===== config.mk =====
export PLATFORM = sky130hd
export DESIGN_NAME = procclk_gen
export DESIGN_NICKNAME = d
export VERILOG_FILES = /design/src/rtl/procclk_pkg.sv /design/src/rtl/procclk_ctrl.sv /design/src/rtl/procclk_datapath.sv /design/src/rtl/procclk_gen.sv
export SDC_FILE = /design/constraint.sdc
export NUM_CORES = 1
export LEC_CHECK = 0
export ABC_AREA = 1
export BUFFER_PORTS_ARGS = -buffer_cell sky130_fd_sc_hd__buf_2
export CELL_PAD_IN_SITES_DETAIL_PLACEMENT = 0
export CELL_PAD_IN_SITES_GLOBAL_PLACEMENT = 1
export CORE_AREA = 2 2 39 41
export DETAILED_ROUTE_END_ITERATION = 10
export DIE_AREA = 0 0 41 43
export PLACE_DENSITY_LB_ADDON = 0.1
export REMOVE_ABC_BUFFERS = 1
export SLEW_MARGIN = 20
export SYNTH_ARGS = -nofsm -noshare
export SYNTH_HDL_FRONTEND = slang
export SYNTH_SLANG_ARGS = --single-unit

===== constraint.sdc =====
create_clock -name refClk -period 1 [get_ports refClk]
set_input_delay 0.25 -clock refClk [delete_from_list [all_inputs] [get_ports refClk]]
set_output_delay 0.25 -clock refClk [all_outputs]
set_load 0.01 [all_outputs]

===== src/rtl/procclk_pkg.sv =====
`timescale 1ns/1ps
package procclk_pkg;
  typedef struct packed {
    logic clear;  // qualified clock-sync: hold dividers at phase zero
    logic rise;   // processor clock enters its high phase
    logic fall;   // processor clock enters its low phase
  } clkStrobes_t;
endpackage


===== src/rtl/procclk_ctrl.sv =====
`timescale 1ns/1ps
module procclk_ctrl
  import procclk_pkg::*;
#(
  parameter int DIV_RATIO  = 3,
  parameter int HIGH_TICKS = 1,
  parameter int SYNC_MIN   = 2
) (
  input  logic        refClk,
  input  logic        rstN,
  input  logic        xtalTick,
  input  logic        extTick,
  input  logic        srcSel,
  input  logic        clkSync,
  output clkStrobes_t strobes
);
  localparam int PW = (DIV_RATIO > 2) ? $clog2(DIV_RATIO) : 1;
  localparam int SW = $clog2(SYNC_MIN + 1);
  localparam logic [PW-1:0] LAST_PHASE = PW'(DIV_RATIO - 1);
  localparam logic [PW-1:0] FALL_PHASE = PW'(HIGH_TICKS);
  localparam logic [SW-1:0] SYNC_LIMIT = SW'(SYNC_MIN - 1);

  logic [PW-1:0] phase;
  logic [SW-1:0] syncRun;
  logic          tickSel;
  logic          syncQualified;

  // strap mux ahead of the divider
  always_comb tickSel = srcSel ? extTick : xtalTick;

  // clear acts only after clkSync has been high long enough
  always_comb syncQualified = clkSync && (syncRun >= SYNC_LIMIT);

  always_ff @(posedge refClk or negedge rstN) begin
    if (!rstN)                     syncRun <= '0;
    else if (!clkSync)             syncRun <= '0;
    else if (syncRun < SYNC_LIMIT) syncRun <= syncRun + 1'b1;
  end

  always_ff @(posedge refClk or negedge rstN) begin
    if (!rstN)              phase <= '0;
    else if (syncQualified) phase <= '0;
    else if (tickSel)       phase <= (phase == LAST_PHASE) ? '0 : phase + 1'b1;
  end

  always_comb begin
    strobes.clear = syncQualified;
    strobes.rise  = tickSel && !syncQualified && (phase == '0);
    strobes.fall  = tickSel && !syncQualified && (phase == FALL_PHASE);
  end
endmodule


===== src/rtl/procclk_datapath.sv =====
`timescale 1ns/1ps
module procclk_datapath
  import procclk_pkg::*;
(
  input  logic        refClk,
  input  logic        rstN,
  input  logic        resetReqN,
  input  clkStrobes_t strobes,
  output logic        procClk,
  output logic        periphClk,
  output logic        resetOut,
  output logic        procClkFall
);
  always_ff @(posedge refClk or negedge rstN) begin
    if (!rstN)              procClk <= 1'b0;
    else if (strobes.clear) procClk <= 1'b0;
    else if (strobes.rise)  procClk <= 1'b1;
    else if (strobes.fall)  procClk <= 1'b0;
  end

  always_ff @(posedge refClk or negedge rstN) begin
    if (!rstN)              periphClk <= 1'b0;
    else if (strobes.clear) periphClk <= 1'b0;
    else if (strobes.fall)  periphClk <= ~periphClk;
  end

  always_ff @(posedge refClk or negedge rstN) begin
    if (!rstN) procClkFall <= 1'b0;
    else       procClkFall <= strobes.fall;
  end

  // reset request captured only on processor clock falling edges
  always_ff @(posedge refClk or negedge rstN) begin
    if (!rstN)             resetOut <= 1'b1;
    else if (strobes.fall) resetOut <= ~resetReqN;
  end
endmodule


===== src/rtl/procclk_gen.sv =====
`timescale 1ns/1ps
module procclk_gen
  import procclk_pkg::*;
#(
  parameter int DIV_RATIO  = 3,
  parameter int HIGH_TICKS = 1,
  parameter int SYNC_MIN   = 2
) (
  input  logic refClk,
  input  logic rstN,
  input  logic xtalTick,
  input  logic extTick,
  input  logic srcSel,
  input  logic clkSync,
  input  logic resetReqN,
  output logic procClk,
  output logic periphClk,
  output logic resetOut,
  output logic procClkFall
);
  clkStrobes_t strobes;

  procclk_ctrl #(
    .DIV_RATIO (DIV_RATIO),
    .HIGH_TICKS(HIGH_TICKS),
    .SYNC_MIN  (SYNC_MIN)
  ) u_ctrl (
    .refClk  (refClk),
    .rstN    (rstN),
    .xtalTick(xtalTick),
    .extTick (extTick),
    .srcSel  (srcSel),
    .clkSync (clkSync),
    .strobes (strobes)
  );

  procclk_datapath u_dp (
    .refClk     (refClk),
    .rstN       (rstN),
    .resetReqN  (resetReqN),
    .strobes    (strobes),
    .procClk    (procClk),
    .periphClk  (periphClk),
    .resetOut   (resetOut),
    .procClkFall(procClkFall)
  );
endmodule


==> metrics <==
synthesized instance count 38; CTS tree done; Reg area 201 µm²; Slew Limit Fails 0; Tot GR Track Use 12.2%; Final Setup Violations 6; gpl congestion 0.738; highest clock rate 887 MHz; first-pass GRT wire length 1390 µm; vias 327; worst-skew pair later-pin latency 0.26 ns; initial antenna violation count 0; global route overflow 0; post-layout minimum cycle time 1.13 ns; PD cells 3050 nW/µm²; RSZ-0062 raised after global routing yes; endpoints failing hold 0; CP arrival 0.88 ns; # rows 14; slew margin rel. 88.1%; Ports 11; final core utilization 41.3%; Critical Path Source Type flip-flop; core footprint 1380 µm²; clk root buf clkbuf_4; fin nets 68; antenna cells 0; clk slew on worst S/H paths 0.05 ns; antenna-violating nets left 0; Area contributors post-synth dfrtp_1, dfstp_2, inv_1, nand3_1, nand2_1; final non-filler cell total 75; Hold Crit Class input pin to flip-flop; top cell type's share of synthesized area 47.3%; CTS Buffer Depth 2; Vias/cell 4.36; Avg Cell Area, Syn 9.75 µm²; Synth Warn # 0; post-synthesis sequential area ratio 54.4%; DRC 0; Layout Area Growth over Synthesis 54.4%; failing checks setup timing; worst path bufs/invs 1; Worst Max-Slew Pin Slew 0.178 ns; Worst EP required 0.75 ns; Async SR Flop Fraction 100%; worst setup margin -0.128 ns; Netlist cell types 15; DRT iter0 DRCs 1; Pre-Repair DR Iteration Count 4; VDD IR max 0.810 mV; largest net degree at the start of global routing 9; layout cells sized above 1 61.0%; multi-input logic area 179 µm²; Crit path max-delay family flip-flops; Crit Path Class flip-flop to output port; Max Fanout on Critical Path 2; number of synthesized flops with an enable pin 0; fin crit share 113%; TritonCTS buffer count 3; Routed WL per cell 10.6 µm; Inst Count DP 66; Sink Count 8; fill cell count 154; die width 41 µm; Crit path largest cell delay 0.54 ns; Die H 43 µm; cell area after synthesis 370 µm²; Commonest cells post-synth dfrtp_1, inv_1, nand2_1, nand3_1; Initial Util 26.8%; H-tree levels 1; Port Buf Inserts 10; static leakage 0.000298 µW; max_cap viols 0; Setup crit end kind output port; WL final 798 µm; ys flop type dfrtp_1; vias in the first global route 351; post-synth top area cell dfrtp_1; CP Cell Sequence buf_6; CP max stage cell dfstp_2; full die area 1760 µm²; FF+latch count, synth 8; DP Wirelength 570 µm; status complete, but fails checks; Worst Clk Skew 0.00924 ns
-- power breakdown --
| part | leakage [µW] | switching [µW] | internal, µW |
|---|---|---|---|
| clock network | 0.0000150 | 113 | 153 |
| registers | 0.000101 | 64.8 | 478 |
| logic | 0.000183 | 474 | 462 |
| total | 0.000298 | 651 | 1090 |
-- cells by family (layout without fill, tap and decap cells) --
kind of cell	count (synthesis)	count (layout)	share of synthesized area, %
DFF	8	8	54.4
and+or+nand+nor	16	16	26.4
adders and majority gates	1	1	3.38
buffers and inverters	8	29	8.11
AOI/OAI and AO/OA	5	5	7.77
-- registers in the layout (all words and copies together), names as in the netlist --
register	flops
u_ctrl.phase	2
u_ctrl.syncRun	2
u_dp.periphClk	1
u_dp.procClk	1
u_dp.procClkFall	1
u_dp.resetOut	1
-- layout by cell type, fill, tap and decap left out, types with 2 or more instances in the layout --
master and instances:
buf_6 2, nand4_1 2, nand2_1 5, inv_1 4
inv_2 4, buf_4 5, clkbuf_4 3, o21ai_2 3
buf_2 9, dfrtp_1 7, nand3_2 4
-- what timing repair did --
action                                  in CTS  in global routing
endpoints found under the hold margin        7                  0
hold buffers                                 1                  0
cloned                                       0                  0
pin swaps                                    5                  3
endpoints found under the setup margin      10                 11
resized for setup                            8                  6
buffers inserted                             4                  1
-- cell type report --
| class | count | share of cell area, % |
|---|---|---|
| repair buffers | 17 | 20.1 |
| well taps | 16 | 3.50 |
| clock buffers | 4 | 4.60 |
| flip-flops and latches | 8 | 35.2 |
| multi-input cells | 22 | 31.3 |
| inverters | 8 | 5.25 |
-- routing by layer --
metal  share of wire, %  GRT usage, %
met2                 53          18.1
met1                 41          13.8
met5                  0             0
met4                  0          10.0
met3                5.3          3.14
-- worst paths after layout --
kind,from,to,slack [ns],cells after the start
worst max register to register,u_ctrl.syncRun[1]$_DFFE_PN0P_,u_dp.periphClk$_DFFE_PN0P_,-0.09,7
worst min-delay path,resetReqN,u_dp.resetOut$_DFFE_PN1P_,0.14,2
max in group asynchronous,rstN,u_dp.resetOut$_DFFE_PN1P_,0.40,2
min in group asynchronous,rstN,u_ctrl.syncRun[0]$_DFFE_PN0P_,0.36,2
worst max-delay path,u_dp.resetOut$_DFFE_PN1P_,resetOut,-0.13,1
worst min register to register,u_dp.resetOut$_DFFE_PN1P_,u_dp.resetOut$_DFFE_PN1P_,0.50,2
-- per-stage QoR --
step / worst slack (ns) / area [µm²] / TNS [ns] / total power [µW] / hold WS (ns)
finish: -0.128 / 572 / -0.401 / 1740 / 0.144
global route: -0.169 / 572 / -0.830 / 1900 / 0.140
CTS: -0.145 / 551 / -0.509 / 1690 / 0.131
detailed placement: -0.130 / 455 / -0.446 / 1190 / 0.101
global placement: -0.0946 / 455 / -0.296 / 1150 / 0.0957
floorplan: -0.0659 / 370 / -0.174 / 950 / -0.0456
Note: power is estimated with default switching activity, not from simulation.
